--- src/rtl/frc_pkg.sv ---
package frc_pkg;

    localparam int WORD_W     = 32;
    localparam int DIM_W      = 16;
    localparam int ILACE_W    = 4;
    localparam int NUM_SLOTS  = 2;
    localparam int SLOT_WORDS = 7;
    localparam int SLOT_BASE  = 4;
    localparam int SEL_W      = (NUM_SLOTS > 1) ? $clog2(NUM_SLOTS) : 1;
    localparam int LAST_ADDR  = SLOT_BASE + NUM_SLOTS * SLOT_WORDS - 1;
    localparam int ADDR_W     = $clog2(LAST_ADDR + 1);

    localparam int REG_CTRL = 0;
    localparam int REG_STAT = 1;
    localparam int REG_IRQ  = 2;
    localparam int REG_SEL  = 3;

    localparam int CTRL_RUN_BIT = 0;
    localparam int CTRL_IE_BIT  = 1;
    localparam int IRQ_EOF_BIT  = 1;

    localparam int FLD_BASE   = 0;
    localparam int FLD_WORDS  = 1;
    localparam int FLD_PATS   = 2;
    localparam int FLD_WIDTH  = 4;
    localparam int FLD_HEIGHT = 5;
    localparam int FLD_ILACE  = 6;

    typedef struct packed {
        logic [WORD_W-1:0]  base;
        logic [WORD_W-1:0]  words;
        logic [WORD_W-1:0]  pats;
        logic [DIM_W-1:0]   width;
        logic [DIM_W-1:0]   height;
        logic [ILACE_W-1:0] ilace;
    } slot_t;

    typedef enum logic [1:0] {
        SQ_IDLE = 2'd0,
        SQ_CMD  = 2'd1,
        SQ_WAIT = 2'd2
    } seq_state_e;

    function automatic logic [WORD_W-1:0] slot_read(slot_t s, int fld);
        logic [WORD_W-1:0] v;
        v = '0;
        case (fld)
            FLD_BASE:   v = s.base;
            FLD_WORDS:  v = s.words;
            FLD_PATS:   v = s.pats;
            FLD_WIDTH:  v[DIM_W-1:0] = s.width;
            FLD_HEIGHT: v[DIM_W-1:0] = s.height;
            FLD_ILACE:  v[ILACE_W-1:0] = s.ilace;
            default:    v = '0;
        endcase
        return v;
    endfunction

    function automatic slot_t slot_write(slot_t s, int fld, logic [WORD_W-1:0] v);
        slot_t r;
        r = s;
        case (fld)
            FLD_BASE:   r.base = v;
            FLD_WORDS:  r.words = v;
            FLD_PATS:   r.pats = v;
            FLD_WIDTH:  r.width = v[DIM_W-1:0];
            FLD_HEIGHT: r.height = v[DIM_W-1:0];
            FLD_ILACE:  r.ilace = v[ILACE_W-1:0];
            default:    r = s;
        endcase
        return r;
    endfunction

endpackage

--- src/rtl/frc_csr.sv ---
module frc_csr
    import frc_pkg::*;
(
    input  logic              clk,
    input  logic              rst,
    input  logic              wr_en,
    input  logic [ADDR_W-1:0] addr,
    input  logic [WORD_W-1:0] wdata,
    output logic [WORD_W-1:0] rdata,
    input  logic              running,
    input  logic              eof_flag,
    output logic              run_en,
    output logic              irq_en,
    output logic [SEL_W-1:0]  sel,
    output slot_t             slots [NUM_SLOTS],
    output logic              eof_clr
);

    int addr_i;
    assign addr_i = int'(addr);

    always_ff @(posedge clk) begin
        if (rst) begin
            run_en <= 1'b0;
            irq_en <= 1'b0;
            sel    <= '0;
        end else if (wr_en) begin
            if (addr_i == REG_CTRL) begin
                run_en <= wdata[CTRL_RUN_BIT];
                irq_en <= wdata[CTRL_IE_BIT];
            end
            if (addr_i == REG_SEL) begin
                sel <= wdata[SEL_W-1:0];
            end
        end
    end

    assign eof_clr = wr_en && (addr_i == REG_IRQ) && wdata[IRQ_EOF_BIT];

    for (genvar g = 0; g < NUM_SLOTS; g++) begin : g_slot
        localparam int LO = SLOT_BASE + g * SLOT_WORDS;
        logic hit;
        assign hit = (addr_i >= LO) && (addr_i < LO + SLOT_WORDS);

        always_ff @(posedge clk) begin
            if (rst) begin
                slots[g] <= '0;
            end else if (wr_en && hit) begin
                slots[g] <= slot_write(slots[g], addr_i - LO, wdata);
            end
        end
    end

    always_comb begin
        rdata = '0;
        case (addr_i)
            REG_CTRL: begin
                rdata[CTRL_RUN_BIT] = run_en;
                rdata[CTRL_IE_BIT]  = irq_en;
            end
            REG_STAT: rdata[0] = running;
            REG_IRQ:  rdata[IRQ_EOF_BIT] = eof_flag;
            REG_SEL:  rdata[SEL_W-1:0] = sel;
            default: begin
                for (int s = 0; s < NUM_SLOTS; s++) begin
                    if (addr_i >= SLOT_BASE + s * SLOT_WORDS &&
                        addr_i <  SLOT_BASE + (s + 1) * SLOT_WORDS) begin
                        rdata = slot_read(slots[s], addr_i - SLOT_BASE - s * SLOT_WORDS);
                    end
                end
            end
        endcase
    end


    sel_write_chk: assert property (@(posedge clk) disable iff (rst)
        (wr_en && addr_i == REG_SEL) |=> (sel == $past(wdata[SEL_W-1:0])));

endmodule

--- src/rtl/frc_sequencer.sv ---
module frc_sequencer
    import frc_pkg::*;
(
    input  logic               clk,
    input  logic               rst,
    input  logic               run_en,
    input  logic [SEL_W-1:0]   sel,
    input  slot_t              slots [NUM_SLOTS],
    output logic               cmd_valid,
    input  logic               cmd_ready,
    output logic [WORD_W-1:0]  cmd_addr,
    output logic [WORD_W-1:0]  cmd_words,
    output logic [WORD_W-1:0]  cmd_pats,
    input  logic               frame_done,
    output logic [DIM_W-1:0]   pkt_width,
    output logic [DIM_W-1:0]   pkt_height,
    output logic [ILACE_W-1:0] pkt_ilace,
    output logic               pkt_strobe,
    output logic               running,
    output logic               eof_pulse
);

    seq_state_e state;
    slot_t      shadow;

    always_ff @(posedge clk) begin
        if (rst) begin
            state      <= SQ_IDLE;
            shadow     <= '0;
            pkt_strobe <= 1'b0;
        end else begin
            pkt_strobe <= 1'b0;
            case (state)
                SQ_IDLE: begin
                    if (run_en) begin
                        shadow     <= slots[sel];
                        state      <= SQ_CMD;
                        pkt_strobe <= 1'b1;
                    end
                end
                SQ_CMD: begin
                    if (cmd_ready) state <= SQ_WAIT;
                end
                SQ_WAIT: begin
                    if (frame_done) state <= SQ_IDLE;
                end
                default: state <= SQ_IDLE;
            endcase
        end
    end

    assign cmd_valid  = (state == SQ_CMD);
    assign running    = (state != SQ_IDLE);
    assign eof_pulse  = (state == SQ_WAIT) && frame_done;
    assign cmd_addr   = shadow.base;
    assign cmd_words  = shadow.words;
    assign cmd_pats   = shadow.pats;
    assign pkt_width  = shadow.width;
    assign pkt_height = shadow.height;
    assign pkt_ilace  = shadow.ilace;


    cmd_hold_chk: assert property (@(posedge clk) disable iff (rst)
        (cmd_valid && !cmd_ready) |=> (cmd_valid && $stable(cmd_addr) &&
                                       $stable(cmd_words) && $stable(cmd_pats)));


    pkt_stable_chk: assert property (@(posedge clk) disable iff (rst)
        (running && !pkt_strobe) |-> ($stable(pkt_width) && $stable(pkt_height) &&
                                      $stable(pkt_ilace)));


    strobe_single_chk: assert property (@(posedge clk) disable iff (rst)
        pkt_strobe |-> (cmd_valid && $rose(running)));


    run_fall_chk: assert property (@(posedge clk) disable iff (rst)
        $fell(running) |-> $past(frame_done));

endmodule

--- src/rtl/frc_irq.sv ---
module frc_irq (
    input  logic clk,
    input  logic rst,
    input  logic set_evt,
    input  logic clr_evt,
    input  logic enable,
    output logic flag,
    output logic irq
);

    always_ff @(posedge clk) begin
        if (rst) begin
            flag <= 1'b0;
        end else if (set_evt) begin
            flag <= 1'b1;
        end else if (clr_evt) begin
            flag <= 1'b0;
        end
    end

    assign irq = flag && enable;


    flag_clear_chk: assert property (@(posedge clk) disable iff (rst)
        $fell(flag) |-> ($past(clr_evt) && !$past(set_evt)));


    flag_set_chk: assert property (@(posedge clk) disable iff (rst)
        $rose(flag) |-> $past(set_evt));

endmodule

--- src/rtl/frame_reader_ctrl.sv ---
module frame_reader_ctrl
    import frc_pkg::*;
(
    input  logic               clk,
    input  logic               rst,
    input  logic               csr_wr,
    input  logic [ADDR_W-1:0]  csr_addr,
    input  logic [WORD_W-1:0]  csr_wdata,
    output logic [WORD_W-1:0]  csr_rdata,
    output logic               cmd_valid,
    input  logic               cmd_ready,
    output logic [WORD_W-1:0]  cmd_addr,
    output logic [WORD_W-1:0]  cmd_words,
    output logic [WORD_W-1:0]  cmd_patterns,
    input  logic               frame_done,
    output logic [DIM_W-1:0]   pkt_width,
    output logic [DIM_W-1:0]   pkt_height,
    output logic [ILACE_W-1:0] pkt_interlace,
    output logic               pkt_strobe,
    output logic               irq
);

    logic             run_en;
    logic             irq_en;
    logic [SEL_W-1:0] sel;
    slot_t            slots [NUM_SLOTS];
    logic             eof_clr;
    logic             eof_pulse;
    logic             eof_flag;
    logic             running;

    frc_csr u_csr (
        .clk      (clk),
        .rst      (rst),
        .wr_en    (csr_wr),
        .addr     (csr_addr),
        .wdata    (csr_wdata),
        .rdata    (csr_rdata),
        .running  (running),
        .eof_flag (eof_flag),
        .run_en   (run_en),
        .irq_en   (irq_en),
        .sel      (sel),
        .slots    (slots),
        .eof_clr  (eof_clr)
    );

    frc_sequencer u_seq (
        .clk        (clk),
        .rst        (rst),
        .run_en     (run_en),
        .sel        (sel),
        .slots      (slots),
        .cmd_valid  (cmd_valid),
        .cmd_ready  (cmd_ready),
        .cmd_addr   (cmd_addr),
        .cmd_words  (cmd_words),
        .cmd_pats   (cmd_patterns),
        .frame_done (frame_done),
        .pkt_width  (pkt_width),
        .pkt_height (pkt_height),
        .pkt_ilace  (pkt_interlace),
        .pkt_strobe (pkt_strobe),
        .running    (running),
        .eof_pulse  (eof_pulse)
    );

    frc_irq u_irq (
        .clk     (clk),
        .rst     (rst),
        .set_evt (eof_pulse),
        .clr_evt (eof_clr),
        .enable  (irq_en),
        .flag    (eof_flag),
        .irq     (irq)
    );


    no_start_stopped_chk: assert property (@(posedge clk) disable iff (rst)
        (!running && !run_en) |=> !cmd_valid);

endmodule

--- config.mk ---
export PLATFORM = sky130hd
export DESIGN_NAME = frame_reader_ctrl
export DESIGN_NICKNAME = d
export VERILOG_FILES = /design/src/rtl/frc_pkg.sv /design/src/rtl/frc_csr.sv /design/src/rtl/frc_sequencer.sv /design/src/rtl/frc_irq.sv /design/src/rtl/frame_reader_ctrl.sv
export SDC_FILE = /design/constraint.sdc
export NUM_CORES = 1
export LEC_CHECK = 0
export CORE_UTILIZATION = 55
export DETAILED_ROUTE_END_ITERATION = 12
export PLACE_DENSITY = 0.78
export SLEW_MARGIN = 20
export SYNTH_ARGS = -nofsm -noshare
export SYNTH_HDL_FRONTEND = slang
export SYNTH_HIERARCHICAL = 1
export SYNTH_SLANG_ARGS = --single-unit
--- constraint.sdc ---
create_clock -name clk -period 3.85 [get_ports clk]
set_input_delay 0.77 -clock clk [delete_from_list [all_inputs] [get_ports clk]]
set_output_delay 0.77 -clock clk [all_outputs]
set_load 0.005 [all_outputs]
==> results.py, run 1 <==
metrics = {
    "run_status": {
        "status": "complete, no violations",
    },
    "route": {
        "vias_per_cell": 6.16,
        "drtIter0Drc": 1812,
        "wire_per_inst_um": 22.5,
        "vias": 16600,
        "wl_um": 60800,
        "drc_errors": 0,
        "drtAntennaViolNets": 0,
        "drtPass1Iterations": 6,
    },
    "placement": {
        "detailed_place_hpwl_um": 40300,
        "gp_congestion": 0.959,
        "dpl_cell_area_um2": 21600,
        "io_buffers": 208,
    },
    "clock_network": {
        "htreeDepth": 2,
        "cts_buffers": 42,
        "cts_tree": "built",
        "clockBufferDepth": 3,
        "root_buffer": "clkbuf_16",
        "cts_hold_buf": 0,
        "path_clk_slew_ns": 0.06,
        "clock_latency_ns": 0.56,
        "cts.sinks": 403,
    },
    "timing": {
        "min_period_ns": 3.80,
        "slew_headroom_pct": 9.71,
        "worstMarginPinSlew_ns": 1.35,
        "fin_tns_setup_ns": 0,
        "whs_ns": 0.467,
        "setup_viol": 0,
        "finalHoldViolCount": 0,
        "slew_viol_final": 0,
        "finalCritPeriodShare_pct": 98.7,
        "fmax_mhz": 263,
        "skew_ns": 0.0232,
        "rsz0062_at_grt": "true",
    },
    "floorplanning": {
        "die_y_um": 186,
        "dieArea_um2": 34800,
        "coreArea_um2": 33500,
        "start_util_pct": 55.8,
        "num_io_pins": 209,
        "fp-row-count": 67,
        "die_w_um": 186,
    },
    "critical_path": {
        "cp_max_fo": 16,
        "end_kind": "output port",
        "reg2reg_depth": 3,
        "rr_endpoint": "u_seq/cmd_addr[24]$_SDFFE_PP0P_",
        "rrSetupSlack_ns": 1.73,
        "critPathLaunchType": "input port",
        "crit_type": "in -> out",
        "worstPathRequired_ns": 3.08,
        "crit_start": "csr_addr[2]",
        "r2r-start": "u_csr/sel$_SDFFE_PP0P_",
        "cp.arrival_ns": 3.03,
        "crit_end": "csr_rdata[16]",
    },
    "logic_synthesis": {
        "synth_area_leader_cell": "dfxtp_1",
        "yosysTopAreaCellShare_pct": 43.1,
        "synth_nets": 2067,
        "synthCells": 2018,
        "netlist_top_cells_area": "dfxtp_1 43%, mux2i_1 14%, nand2b_1 6.3%, nand2_1 5.4%, o22ai_2 4.6%",
        "ys_types": 67,
        "yosysSeqAreaShare_pct": 43.1,
        "synth_edf_count": 0,
        "yosysWarnings": 6,
        "synth_seq_cells": 403,
        "synth-main-ff-cell": "dfxtp_1",
        "synthArstFlopShare_pct": 0,
        "syn_area_per_cell_um2": 9.27,
        "netlist_area_um2": 18700,
    },
    "global_routing": {
        "grtUsageMet2_pct": 52.0,
        "top_usage_layer": "met2",
        "use_met3_pct": 5.28,
        "antenna_found_initial": 1,
        "grt_pass1_vias": 15900,
        "grtUsageTotal_pct": 33.8,
        "grt-ovfl-total": 0,
        "grtUsageMet1_pct": 48.6,
        "grt_max_degree": 143,
        "grt_pass1_wl_um": 93200,
    },
    "final_layout": {
        "regArea_um2": 8070,
        "finish.instance_area_um2": 23400,
        "syn2layout_area_growth_pct": 24.9,
        "fin_util_pct": 69.7,
        "drive_gt1_share_pct": 15.4,
        "fin_nets": 2273,
        "fillers": 2597,
        "antenna_cells": 0,
        "multiInputGateArea_um2": 9930,
    },
    "power": {
        "report.power.total_mw": 8.86,
        "total_leakage_power_nw": 7.85,
        "p_per_area_nw_per_um2": 379,
        "vdd_ir_drop_max_v": 0.000350,
    },
    "job": {
        "maxCapViolations": 0,
    },
    "min_path": {
        "hp-class": "reg -> reg",
    },
}
## how the worst min path moves through the flow
stage	from	end	cells past startpoint
after floorplan	u_csr/slots[170]$_SDFFE_PP0P_	u_csr/slots[170]$_SDFFE_PP0P_	2
after global placement	u_csr/slots[197]$_SDFFE_PP0P_	u_csr/slots[197]$_SDFFE_PP0P_	2
after detailed placement	u_csr/slots[233]$_SDFFE_PP0P_	u_csr/slots[233]$_SDFFE_PP0P_	2
after CTS	u_csr/slots[233]$_SDFFE_PP0P_	u_csr/slots[233]$_SDFFE_PP0P_	2
after global routing	u_csr/slots[215]$_SDFFE_PP0P_	u_csr/slots[215]$_SDFFE_PP0P_	2
final	u_csr/slots[233]$_SDFFE_PP0P_	u_csr/slots[233]$_SDFFE_PP0P_	2
## flip-flops by register name, indices dropped and copies added, names as in the netlist
name	count
u_csr/irq_en	1
u_csr/run_en	1
u_csr/sel	1
u_csr/slots	264
u_irq/flag	1
u_seq/cmd_addr	32
u_seq/cmd_pats	32
u_seq/cmd_words	32
u_seq/pkt_height	16
u_seq/pkt_ilace	4
u_seq/pkt_strobe	1
u_seq/pkt_width	16
u_seq/state	2
## per-stage QoR
step / worst slack, ns / std cells
after detailed placement: -0.708 / 2612
final: 0.0508 / 2701
after floorplan: 0.0956 / 2018
after CTS: -0.179 / 2694
after global routing: -0.0123 / 2701
after global placement: -0.742 / 2612
## cell families after synthesis
logic type	count (synthesis)	synth area share [%]
compound gates	475	18.4
xor+xnor	1	0.0468
fa+ha+maj	7	0.468
buf+inv	188	5.04
flops	403	43.1
mux	277	14.9
simple gates	667	18.1
## cell usage after synthesis, drive strengths merged (2+ instances only)
| cell type | instances |
|---|---|
| a2111oi | 2 |
| a211oi | 6 |
| a21o | 2 |
| a21oi | 165 |
| a221oi | 10 |
| a222oi | 17 |
| a22o | 10 |
| a22oi | 36 |
| and2 | 7 |
| and3 | 15 |
| and4 | 4 |
| buf | 86 |
| clkbuf | 96 |
| dfxtp | 403 |
| ha | 7 |
| inv | 6 |
| mux2 | 7 |
| mux2i | 270 |
| nand2 | 271 |
| nand2b | 189 |
| nand3 | 11 |
| nand3b | 37 |
| nand4 | 11 |
| nor2 | 101 |
| nor2b | 5 |
| nor3 | 3 |
| nor3b | 2 |
| o211ai | 2 |
| o21ai | 51 |
| o22ai | 149 |
| o2bb2ai | 12 |
| o311a | 2 |
| o311ai | 2 |
| o32ai | 2 |
| or2 | 3 |
| or3 | 2 |
## report_power, final
group	leakage (nW)	internal (mW)	total (mW)	switching, mW
Sequential	3.25	4.18	4.19	0.00841
Clock	0.678	2.38	4.09	1.71
Combinational	3.93	0.246	0.582	0.336
Total	7.85	6.80	8.86	2.06
## critical path, cell delays in order
cell and delay (ns):
buf_4 0.11, inv_2 0.04, ha_2 0.19, ha_4 0.30, xor2_2 0.19, a2111oi_4 0.06
buf_12 0.14, buf_4 0.13, buf_6 0.13, buf_12 0.15, a222oi_1 0.39, o22ai_2 0.13
dlygate4sd2_1 0.29
## routing by layer
layer	vias to the layer above	routed length, um
met5	-	13
met4	2	1510
met3	111	5180
met2	841	27300
met1	8121	26800
li1	7550	-
## area by class of cell
| type | instances | area share [%] |
|---|---|---|
| multi-input cells | 1427 | 42.5 |
| flip-flops and latches | 403 | 34.5 |
| repair buffers | 344 | 14.5 |
| clock buffers | 64 | 5.33 |
| well taps | 448 | 2.40 |
| clock inverters | 9 | 0.610 |
| inverters | 6 | 0.0964 |
## timing repair
item,in CTS,in global routing
setup buffers,9,7
endpoints found under the setup margin,32,32
gates resized for setup,93,23
pin swaps,29,7
## layout by cell type (no fill, tap or decap), drive strengths merged, types with 4 or more instances in the layout
cell and count:
a22o 10, and4 4, dfxtp 403, nand3b 37
a22oi 36, nand2 271, buf 144, a211oi 6
ha 7, mux2i 270, a222oi 17, a221oi 10
o21ai 51, mux2 7, nor2 101, dlygate4sd2 24
nor2b 5, inv 7, clkinv 6, nand3 11
clkdlybuf4s50 171, nand2b 189, o22ai 149, a21oi 165
and3 15, clkbuf 65, o2bb2ai 12, and2 7
nand4 11
No activity file was read; power rests on OpenSTA's default activity.
==> run 2: changes to the inputs <==
Settings changed: CORE_MARGIN set to 3, SKIP_LAST_GASP set to 1.
==> run 2 against run 1 <==
  * Final cell count up 0.11%
  * Sequential cell count unchanged
  * Sequential share of layout area up 0.056 points
  * Power up 0.36%
==> results.py, run 2 (synthesis gave the netlist of run 1 again) <==
metrics = {
    "run_status": {
        "status": "complete, no violations",
    },
    "timing": {
        "slew_headroom_pct": 25.1,
        "skew_ns": 0.0279,
        "min_period_ns": 3.79,
        "fmax_mhz": 264,
        "setup_ws_ns": 0.0630,
        "finalCritPeriodShare_pct": 98.4,
        "slew_viol_final": 0,
        "worstMarginPinSlew_ns": 1.12,
        "setup_viol": 0,
        "finalHoldViolCount": 0,
    },
    "global_routing": {
        "top_usage_layer": "met2",
        "grt_max_degree": 216,
        "antenna_found_initial": 5,
        "grt_pass1_vias": 16200,
        "grtUsageMet2_pct": 52.9,
        "grt_pass1_wl_um": 93900,
        "use_met3_pct": 5.63,
        "grt-ovfl-total": 0,
        "grtUsageMet1_pct": 42.8,
        "grtUsageTotal_pct": 32.8,
    },
    "floorplanning": {
        "coreArea_um2": 33000,
        "fp-row-count": 66,
        "start_util_pct": 56.6,
        "num_io_pins": 209,
        "die_w_um": 190,
        "dieArea_um2": 36300,
        "die_y_um": 190,
    },
    "clock_network": {
        "clockBufferDepth": 3,
        "htreeDepth": 2,
        "cts_hold_buf": 0,
        "clock_latency_ns": 0.55,
        "path_clk_slew_ns": 0.06,
        "cts_buffers": 43,
        "cts_tree": "built",
        "cts.sinks": 403,
        "root_buffer": "clkbuf_16",
    },
    "route": {
        "vias": 16500,
        "wire_per_inst_um": 22.9,
        "drtAntennaViolNets": 0,
        "wl_um": 61900,
        "drc_errors": 0,
        "vias_per_cell": 6.10,
        "drtIter0Drc": 1662,
        "drtPass1Iterations": 6,
    },
    "power": {
        "report.power.total_mw": 8.89,
        "vdd_ir_drop_max_v": 0.000311,
        "total_leakage_power_nw": 7.89,
        "p_per_area_nw_per_um2": 381,
    },
    "final_layout": {
        "syn2layout_area_growth_pct": 24.7,
        "final_common_cell": "dfxtp_1",
        "largest-register": "u_csr/slots",
        "final_cell_mix": "402 x dfxtp_1, 270 x nand2_1, 270 x mux2i_1, 187 x nand2b_1, 171 x clkdlybuf4s50_1",
        "largest_reg_flops": 264,
        "fin_nets": 2280,
        "drive_gt1_share_pct": 15.6,
    },
    "min_path": {
        "hp-class": "reg -> reg",
        "hp-start": "u_csr/slots[199]$_SDFFE_PP0P_",
        "min_to": "u_csr/slots[199]$_SDFFE_PP0P_",
        "hold_depth": 2,
    },
    "placement": {
        "gp_congestion": 0.963,
        "detailed_place_hpwl_um": 40700,
        "pre_cts_slack_ns": -0.774,
        "io_buffers": 208,
    },
    "critical_path": {
        "worstPathRequired_ns": 3.08,
        "reg2reg_depth": 3,
        "crit_type": "in -> out",
        "cp.arrival_ns": 3.02,
        "rrSetupSlack_ns": 1.75,
        "critPathLaunchType": "input port",
        "cp_max_fo": 8,
        "end_kind": "output port",
        "rr_endpoint": "u_seq/cmd_words[28]$_SDFFE_PP0P_",
        "r2r-start": "u_csr/sel$_SDFFE_PP0P_",
    },
    "job": {
        "maxCapViolations": 0,
    },
}
==> run 2: changes by cell type in the layout (fill, tap and decap cells not counted), sizes merged <==
cell and change:
buf +3, dlymetal6s2s +1, clkbuf +3, clkdlybuf4s15 -3, clkinv -4, inv +2, clkinvlp +1, dlygate4sd2 +5
diode +1
==> run 2: power by group <==
group          internal, mW  switching [mW]  leakage, nW
combinational         0.247           0.343         3.97
sequential             4.18         0.00804         3.25
clock                  2.42            1.70        0.680
total                  6.84            2.05         7.89
==> run 2: cell type report <==
type	count	area, um^2
Antenna cell	1	2.50
Multi-Input combinational cell	1427	9960
Timing Repair Buffer	350	3320
Clock inverter	8	119
Sequential cell	403	8070
Fill cell	2563	9700
Clock buffer	67	1280
Inverter	6	22.5
Tap cell	442	553
==> run 2: worst max-delay path by stage <==
stage	endpoint	cells after the start	slack (ns)	start
detailed placement	csr_rdata[4]	12	-0.77	csr_addr[2]
floorplan	csr_rdata[11]	12	0.1	csr_addr[2]
CTS	csr_rdata[3]	13	-0.14	csr_addr[3]
global placement	csr_rdata[12]	12	-0.77	csr_addr[2]
finish	csr_rdata[1]	13	0.06	csr_addr[3]
global route	csr_rdata[11]	13	-0.0007	csr_addr[2]
==> run 2: metrics by stage <==
| step | instance area (um^2) | setup TNS, ns | hold slack [ns] | instances | utilization (%) |
|---|---|---|---|---|---|
| after floorplan | 18700 | 0 | 0.444 | 2018 | - |
| after global placement | 21500 | -20.98 | 0.454 | 2608 | 65.2 |
| after detailed placement | 21500 | -22.17 | 0.458 | 2608 | 65.2 |
| after CTS | 23200 | -0.424 | 0.466 | 2699 | 70.3 |
| after global routing | 23300 | -0.000661 | 0.478 | 2703 | 70.6 |
| final | 23300 | 0 | 0.467 | 2704 | 70.6 |
==> run 2: worst max-delay path, stage by stage <==
cell             delay [ns]
buf_2                  0.12
buf_6                  0.12
buf_4                  0.17
ha_2                   0.22
buf_4                  0.16
o311a_1                0.12
buf_4                  0.18
buf_4                  0.15
buf_4                  0.13
a22oi_1                0.16
o32ai_2                0.10
a21o_1                 0.18
clkdlybuf4s50_1        0.44
==> run 2: layer usage <==
| layer | share of wire, % | wire [um] | up-vias |
|---|---|---|---|
| met5 | 0.060 | 37 | - |
| met4 | 5.0 | 3090 | 8 |
| met3 | 7.7 | 4760 | 191 |
| met2 | 46 | 28500 | 740 |
| met1 | 41 | 25500 | 7976 |
| li1 | - | - | 7572 |
==> run 2: repair_timing <==
action / CTS / global route
endpoints found under the setup margin: 32 / 30
gates cloned: 0 / 0
buffers inserted: 16 / 4
gates resized for setup: 83 / 25
pin swaps: 10 / 10
==> run 3: changes to the inputs <==
Settings changed: REMOVE_ABC_BUFFERS set to 1.
==> run 3 against run 2 <==
  * Sequential share of layout area barely moved
  * Cell area about the same
  * Sequential cell count unchanged
  * Setup slack lost 0.039 ns
  * Wire length shrank 4.8%
  * Hold slack got worse by 0.0018 ns
  * Largest power group unchanged
==> results.py, run 3 (synthesis gave the netlist of run 1 again) <==
metrics = {
    "run_status": {
        "status": "complete, no violations",
    },
    "clock_network": {
        "cts_tree": "built",
        "htreeDepth": 2,
        "cts_buffers": 42,
        "path_clk_slew_ns": 0.06,
        "root_buffer": "clkbuf_16",
        "clock_latency_ns": 0.55,
        "cts.sinks": 403,
        "clockBufferDepth": 3,
    },
    "critical_path": {
        "end_kind": "output port",
        "slowest_delay_ns": 0.57,
        "r2r-start": "u_seq/state[0]$_SDFFE_PP0P_",
        "rrSetupSlack_ns": 1.82,
        "reg2reg_depth": 3,
        "slowest_stage": "or4_1",
        "critPathLaunchType": "input port",
        "cp_cell_sequence": "clkdlybuf4s15_2 > inv_2 > ha_2 > ha_4 > buf_4 > o311ai_0 > or4_1 > buf_6 > o22ai_2 > dlygate4sd2_1",
        "cp.arrival_ns": 3.06,
        "critPathTopFamily": "buffers and inverters",
        "rr_endpoint": "u_seq/pkt_height[5]$_SDFFE_PP0P_",
        "cp_num_buf_inv": 5,
        "crit_type": "in -> out",
        "worstPathRequired_ns": 3.08,
        "cp_max_fo": 16,
    },
    "global_routing": {
        "grt-ovfl-total": 0,
        "grt_pass1_wl_um": 90000,
        "antenna_found_initial": 2,
        "grt_max_degree": 152,
        "grt_pass1_vias": 16300,
        "grtUsageTotal_pct": 31.0,
    },
    "floorplanning": {
        "die_w_um": 190,
        "num_io_pins": 209,
        "coreArea_um2": 33000,
        "dieArea_um2": 36300,
        "die_y_um": 190,
        "start_util_pct": 56.6,
        "fp-row-count": 66,
    },
    "placement": {
        "gp_congestion": 0.938,
        "placedCellCount": 2607,
        "dpl_cell_area_um2": 21600,
        "detailed_place_hpwl_um": 36900,
        "io_buffers": 208,
    },
    "min_path": {
        "hold_depth": 2,
        "min_to": "u_csr/slots[176]$_SDFFE_PP0P_",
        "hp-class": "reg -> reg",
        "hp-start": "u_csr/slots[176]$_SDFFE_PP0P_",
    },
    "power": {
        "total_leakage_power_nw": 7.83,
        "report.power.total_mw": 8.85,
        "p_per_area_nw_per_um2": 379,
        "vdd_ir_drop_max_v": 0.000343,
    },
    "timing": {
        "slew_headroom_pct": 28.2,
        "slew_viol_final": 0,
        "setup_viol": 0,
        "fin_tns_setup_ns": 0,
        "worstMarginPinSlew_ns": 1.08,
        "skew_ns": 0.0227,
        "min_period_ns": 3.83,
        "finalCritPeriodShare_pct": 99.4,
        "rsz0062_at_grt": "true",
        "fmax_mhz": 261,
        "whs_ns": 0.465,
        "finalHoldViolCount": 0,
    },
    "final_layout": {
        "finish.instance_area_um2": 23300,
        "drive_gt1_share_pct": 15.6,
        "largest-register": "u_csr/slots",
        "final_cell_mix": "402 x dfxtp_1, 271 x nand2_1, 270 x mux2i_1, 187 x nand2b_1, 171 x clkdlybuf4s50_1",
        "final_common_cell": "dfxtp_1",
        "fin_cells": 2697,
        "syn2layout_area_growth_pct": 24.7,
        "largest_reg_flops": 264,
        "fin_nets": 2273,
    },
    "route": {
        "vias": 16600,
        "wire_per_inst_um": 21.9,
        "drtIter0Drc": 1635,
        "drtAntennaViolNets": 0,
        "drtPass1Iterations": 6,
        "drc_errors": 0,
        "wl_um": 58900,
        "vias_per_cell": 6.17,
    },
    "job": {
        "maxCapViolations": 0,
    },
}
run 3: cell types whose count changed in the layout (fill, tap and decap cells not counted), moves of 3 or more:
cell             before  now
clkinv_2              1    6
a221oi_1              5    9
clkdlybuf4s15_1       0    7
dlygate4sd2_1        29   20
and4_1                4    0
clkbuf_1             13    7
o22ai_2              74   79
and4_2                0    3
buf_4               119  110
a221oi_2              5    1
o22ai_1              75   70
clkbuf_2              1    4
run 3: layer usage:
metal	track usage, %	wire length (um)	part of all wire (%)
met5	0	13	0.022
met4	14.1	2660	4.5
met3	7.06	5810	9.9
met2	49.8	26600	45
met1	40.0	23900	41
run 3: stage by stage:
step	setup slack [ns]	utilization, %
5_1_grt	-0.0357	70.6
2_1_floorplan	-2.27	-
3_5_place_dp	-0.788	65.3
3_3_place_gp	-0.810	65.3
6_report	0.0243	70.6
4_1_cts	-0.00301	70.4
run 3: layout make-up:
type                            instances  area, um^2
Clock inverter                          9        92.6
Sequential cell                       403        8070
Clock buffer                           64        1310
Inverter                                6        22.5
Multi-Input combinational cell       1427        9960
Antenna cell                            2        5.00
Tap cell                              442         553
Timing Repair Buffer                  344        3330
Fill cell                            2573        9700
run 3: worst register-to-register path: cells and delay by family, from the launching register on:
kind | cells | cell delay, ns
compound gates | 1 | 0.32
flops | 1 | 0.40
buf+inv | 1 | 0.33
simple gates | 1 | 0.89
run 3: what timing repair did:
item	in CTS	in global routing
pin swaps	17	25
hold buffers	0	0
gates cloned	1	0
setup endpoints to repair	32	30
resized for setup	86	26
buffers inserted	10	4
run 3: where the power goes:
part / leakage (nW) / total, mW / switching [mW] / internal (mW)
Clock: 0.695 / 4.09 / 1.68 / 2.40
Combinational: 3.89 / 0.581 / 0.337 / 0.244
Sequential: 3.25 / 4.18 / 0.00727 / 4.18
Total: 7.83 / 8.85 / 2.03 / 6.83
run 3: worst max path at each step:
stage	from	end	cells past startpoint
final	csr_addr[3]	csr_rdata[25]	10
after global routing	csr_addr[3]	csr_rdata[1]	11
after CTS	csr_addr[3]	csr_rdata[11]	13
after detailed placement	csr_addr[2]	csr_rdata[11]	12
after global placement	csr_addr[2]	csr_rdata[11]	12
after floorplan	u_seq/state[0]$_SDFFE_PP0P_	u_seq/cmd_addr[18]$_SDFFE_PP0P_	2
